$ cat src/rtl/itimer_pkg.sv
package itimer_pkg;
    localparam int NUM_CH  = 4;
    localparam int CNT_W   = 29;
    localparam int ADDR_W  = 8;
    localparam int DATA_W  = 32;
    localparam int EN_BIT  = 31;
    localparam int PER_BIT = 30;
    localparam int PND_BIT = 30;

    typedef logic [CNT_W-1:0] count_t;

    typedef struct packed {
        logic   en;
        logic   per;
        count_t reload;
        count_t cnt;
        logic   pend;
    } chan_state_t;

    function automatic logic [ADDR_W-1:0] chan_base(input int idx);
        case (idx)
            0:       chan_base = 8'h00;
            1:       chan_base = 8'h08;
            2:       chan_base = 8'h50;
            default: chan_base = 8'h58;
        endcase
    endfunction
endpackage

$ cat src/rtl/itimer_decode.sv
module itimer_decode
    import itimer_pkg::*;
(
    input  logic [ADDR_W-1:0] addr,
    output logic [NUM_CH-1:0] hit,
    output logic              stat_sel
);
    for (genvar i = 0; i < NUM_CH; i++) begin : g_hit
        localparam logic [ADDR_W-1:0] BASE = chan_base(i);
        assign hit[i] = (addr[ADDR_W-1:3] == BASE[ADDR_W-1:3]) && (addr[1:0] == 2'b00);
    end
    assign stat_sel = addr[2];


    always_comb begin
        hit_onehot_chk: assert ($onehot0(hit));
    end
endmodule

$ cat src/rtl/itimer_chan.sv
module itimer_chan
    import itimer_pkg::*;
(
    input  logic              clk,
    input  logic              rst,
    input  logic              tick,
    input  logic              ld_we,
    input  logic              ld_en,
    input  logic              ld_per,
    input  count_t            ld_cnt,
    input  logic              clr,
    output logic [DATA_W-1:0] ctrl_rd,
    output logic [DATA_W-1:0] stat_rd,
    output logic              irq
);
    chan_state_t st;
    logic        expire;

    assign expire = tick && st.en && !ld_we && (st.cnt == '0);

    always_ff @(posedge clk) begin
        if (rst) begin
            st <= '0;
        end else begin
            if (ld_we) begin
                st.en     <= ld_en;
                st.per    <= ld_per;
                st.reload <= ld_cnt;
                st.cnt    <= ld_cnt;
            end else if (tick && st.en) begin
                if (st.cnt == '0) begin
                    if (st.per) st.cnt <= st.reload;
                    else        st.en  <= 1'b0;
                end else begin
                    st.cnt <= st.cnt - 1'b1;
                end
            end
            if (expire)   st.pend <= 1'b1;
            else if (clr) st.pend <= 1'b0;
        end
    end

    assign ctrl_rd = {st.en, st.per, 1'b0, st.reload};
    assign stat_rd = {1'b0, st.pend, 1'b0, st.cnt};
    assign irq     = st.pend;


    pend_hold_chk: assert property (@(posedge clk) disable iff (rst)
        st.pend && !clr |=> st.pend);

    idle_stable_chk: assert property (@(posedge clk) disable iff (rst)
        !st.en && !ld_we |=> $stable(st.cnt) && !$rose(st.pend));

    oneshot_stop_chk: assert property (@(posedge clk) disable iff (rst)
        expire && !st.per |=> !st.en && st.pend);

    periodic_reload_chk: assert property (@(posedge clk) disable iff (rst)
        expire && st.per |=> st.en && st.cnt == $past(st.reload));

    set_wins_chk: assert property (@(posedge clk) disable iff (rst)
        expire && clr |=> st.pend);

    no_tick_hold_chk: assert property (@(posedge clk) disable iff (rst)
        !tick && !ld_we |=> $stable(st.cnt));
endmodule

$ cat src/rtl/itimer_quad.sv
module itimer_quad
    import itimer_pkg::*;
(
    input  logic              clk,
    input  logic              rst,
    input  logic              tick_en,
    input  logic              wr_en,
    input  logic [ADDR_W-1:0] addr,
    input  logic [DATA_W-1:0] wdata,
    output logic [DATA_W-1:0] rdata,
    output logic [NUM_CH-1:0] irq
);
    logic [NUM_CH-1:0] hit;
    logic              stat_sel;
    logic [DATA_W-1:0] ch_rd [NUM_CH];
    logic              unused_wbit;

    assign unused_wbit = wdata[29];

    itimer_decode u_dec (
        .addr     (addr),
        .hit      (hit),
        .stat_sel (stat_sel)
    );

    for (genvar i = 0; i < NUM_CH; i++) begin : g_ch
        logic [DATA_W-1:0] c_rd, s_rd;
        itimer_chan u_chan (
            .clk     (clk),
            .rst     (rst),
            .tick    (tick_en),
            .ld_we   (wr_en && hit[i] && !stat_sel),
            .ld_en   (wdata[EN_BIT]),
            .ld_per  (wdata[PER_BIT]),
            .ld_cnt  (wdata[CNT_W-1:0]),
            .clr     (wr_en && hit[i] && stat_sel && wdata[PND_BIT]),
            .ctrl_rd (c_rd),
            .stat_rd (s_rd),
            .irq     (irq[i])
        );
        assign ch_rd[i] = !hit[i] ? '0 : (stat_sel ? s_rd : c_rd);
    end

    always_comb begin
        rdata = '0;
        for (int i = 0; i < NUM_CH; i++) rdata |= ch_rd[i];
    end


    unmapped_zero_chk: assert property (@(posedge clk) disable iff (rst)
        hit == '0 |-> rdata == '0);
endmodule

$ cat config.mk
export PLATFORM = sky130hd
export DESIGN_NAME = itimer_quad
export DESIGN_NICKNAME = d
export VERILOG_FILES = /design/src/rtl/itimer_pkg.sv /design/src/rtl/itimer_decode.sv /design/src/rtl/itimer_chan.sv /design/src/rtl/itimer_quad.sv
export SDC_FILE = /design/constraint.sdc
export NUM_CORES = 1
export LEC_CHECK = 0
export CAP_MARGIN = 20
export CORE_MARGIN = 2
export CORE_UTILIZATION = 25
export DETAILED_ROUTE_END_ITERATION = 6
export GPL_ROUTABILITY_DRIVEN = 1
export PLACE_DENSITY_LB_ADDON = 0.25
export SLEW_MARGIN = 30
export SYNTH_ARGS = -nofsm -noshare
export SYNTH_HDL_FRONTEND = slang
export SYNTH_SLANG_ARGS = --single-unit
$ cat constraint.sdc
create_clock -name clk -period 2.9 [get_ports clk]
set_input_delay 0.58 -clock clk [delete_from_list [all_inputs] [get_ports clk]]
set_output_delay 0.58 -clock clk [all_outputs]
set_load 0.01 [all_outputs]
==> results_dict.tcl <==
set metrics [dict create \
    antenna_found_initial 0 \
    nNetsFinal 2183 \
    dieArea_um2 59900 \
    cp_max_fo 7 \
    finalClockSkew_ns 0.0106 \
    async_reset_ff_frac 0 \
    cp_slowest_cell "nor4_4" \
    fmax_ghz 0.350 \
    ctsHtreeMaxLevel 1 \
    clock_sink_count 244 \
    core_um2 57500 \
    switching_power_uw 2000 \
    drt-vias-per-instance 5.59 \
    p_sw_frac 0.248 \
    diodes 0 \
    ant_nets 0 \
    status "complete, no violations" \
    vias 16300 \
    crit_chain "clkdlybuf4s15_1 -> buf_4 -> nor4_4 -> nand4_1 -> buf_6 -> buf_12 -> o22ai_2 -> or2_4 -> buf_2" \
    worstMarginPinSlew_ns 0.852 \
    pwr-share-comb 0.075 \
    cts.path.max_buffers 3 \
    clkTransAtPathRegs_ns 0.06 \
    synth_edf_count 0 \
    drtPass1Iterations 5 \
    place_hpwl_mm 52.3 \
    finalCriticalPeriod_ns 2.86 \
    worstSetupPathType "input pin to output port" \
    synth_cells 1900 \
    grt_max_degree 74 \
    first_iter_violations 1915 \
    place.gp.congestion 0.944 \
    syn_to_final_growth_pct 34.3 \
    internal_power_uw 6050 \
    drc_errors 0 \
    ys.flop_type "dfxtp_1" \
    syn-num-nets 1948 \
    slew_headroom 0.430 \
    max_stage_delay_ns 0.38 \
    syn-cell-area_um2 14500 \
    dpl.cell_count 2847 \
    fp.dieH_um 245 \
    grt_pass1_wl_mm 106 \
    die_w_um 245 \
    critPathCaptureType "output port" \
    start_util 0.252 \
    start_kind "input pin" \
    synth_top_area_cell "dfxtp_1" \
    power.total_uw 8050 \
    power_density_nw_per_um2 414 \
    ys_warn_count 0 \
    power_frac_seq 0.417 \
    num_rows 88 \
    seq_area_frac_synth 0.337 \
    required_ns 2.32 \
    fin_cells 2922 \
    synth_area_per_cell_um2 7.63 \
    synth.area.top_cells "dfxtp_1 (34%), mux2i_1 (8.8%), nand2_1 (8.4%)" \
    routed_wl_mm 72.7 \
    overflow 0 \
    port_buffers 77 \
    track_usage 0.235 \
    grt_pass1_vias 15200 \
    hold_class "input pin to flip-flop" \
    final-setup-viol-count 0 \
    hold_buffers 0 \
    max-cap-violations 0 \
    ys_seq_elements 244 \
    synth_top_area_frac 0.337 \
    clock_latency_ns 0.58 \
    cts_tree "done" \
    timing.final.crit_share 0.985 \
    leakage_uw 0.00727 \
    pwr-share-clk 0.508 \
    final_layout_size_suffix_gt1_frac 0.226 \
    slew_violations 0 \
    crit_arrival_ns 2.28 \
    hold_violations 0 \
    ys_types 82 \
    cts_root_buffer "clkbuf_16" \
    io_pins 80 \
    rrSetupSlack_ns 0.20 \
    cts_made_buffers 30 \
    ir_drop_mv 0.402 \
    wl_per_cell_um 24.9 \
]
==> area by class of cell <==
class                   instances  area (um2)
clock buffers                  45         908
well taps                     765         957
inverters                      24        90.1
multi-input cells            1476        9300
fillers                      6084       38000
repair buffers                359        3180
flip-flops and latches        244        4880
clock inverters                 9         145
==> worst max-delay path, delay by kind of cell <==
family / cells / cell delay, ns
AND/OR/NAND/NOR: 3 / 0.69
buffers and inverters: 5 / 0.82
AO/OA/AOI/OAI: 1 / 0.18
==> cells in the final DEF (no fill, tap or decap), types with 37 or more instances in the layout <==
cell type	n
mux2i_1	127
nor2_1	123
dfxtp_1	244
o21ai_0	73
nand2_1	323
buf_4	250
clkdlybuf4s50_1	37
nor3_1	59
a21oi_1	198
nand3_1	42
==> power groups by stage <==
stage	combinational, uW	clock (uW)	sequential (uW)
after floorplan	248	0	3430
after global placement	575	0	3440
after detailed placement	575	0	3440
after CTS	585	4140	3360
after global routing	615	4270	3360
final	603	4090	3360
==> state kept, by name (all words and copies together) (netlist names) <==
name                 flops
g_ch.u_chan.ctrl_rd    124
g_ch.u_chan.irq          4
g_ch.u_chan.stat_rd    116
==> cell families (layout without fill, tap and decap cells) <==
logic type      Yosys count  count (layout)  share of synthesized area
buf+inv                 180             437                     0.0507
mux                     130             130                     0.0900
fa+ha+maj                 4               4                    0.00345
flops                   244             244                      0.337
compound gates          563             563                      0.251
xor+xnor                 35              35                     0.0211
other cells               1               1                   0.000259
simple gates            743             743                      0.246
==> timing repair <==
action / in CTS / in global routing
cloned: 3 / 2
buffers inserted: 14 / 5
pin swaps: 21 / 15
resized for setup: 204 / 47
setup endpoints to repair: 31 / 59
==> routing by layer <==
layer  track usage  wire length [um]  share of wire
met5             0                 0              0
met4        0.0764              2950          0.041
met3        0.0436              6690          0.092
met2         0.345             29800           0.41
met1         0.342             33300           0.46
==> per-stage QoR <==
stage / setup TNS [ns] / area (um2) / utilization / hold WS, ns / setup slack (ns)
2_1_floorplan: 0 / 14500 / - / 0.443 / 0.134
3_5_place_dp: -25.53 / 17800 / 0.310 / 0.459 / -0.675
6_report: 0 / 19500 / 0.339 / 0.434 / 0.0429
3_3_place_gp: -26.55 / 17800 / 0.310 / 0.451 / -0.727
5_1_grt: -0.000470 / 19500 / 0.339 / 0.421 / -0.000470
4_1_cts: -0.175 / 19200 / 0.335 / 0.410 / -0.0417
==> synth_stat cells, types with 9 or more instances <==
master     instances
inv_1             24
dfxtp_1          244
o21ai_0           73
or4_1             13
a221o_1           13
clkbuf_1         106
o32ai_1            9
a21oi_1          198
o31ai_1           13
mux2i_1          127
xnor2_1           18
o211ai_1          22
or3_1             19
a31oi_1           24
nor4_1            34
nand4_1           24
or2_2             35
a211oi_1          31
nor3_1            60
nand3_1           46
a2bb2oi_1         12
o22ai_1           66
nand2_1          325
xor2_1            17
buf_2             20
buf_1             22
nor2_1           125
==> path summary, 6_finish.rpt <==
| kind | endpoint | start | depth (start not counted) |
|---|---|---|---|
| setup / recovery | rdata[3] | addr[0] | 9 |
| setup reg to reg | g_ch[0].u_chan.stat_rd[3]$_SDFFE_PP0P_ | g_ch[0].u_chan.stat_rd[0]$_SDFFE_PP0P_ | 9 |
| hold reg to reg | g_ch[0].u_chan.ctrl_rd[18]$_SDFFE_PP0P_ | g_ch[0].u_chan.ctrl_rd[18]$_SDFFE_PP0P_ | 2 |
| hold / removal | g_ch[2].u_chan.ctrl_rd[22]$_SDFFE_PP0P_ | rst | 2 |
Power figures use the tool's default switching activity.
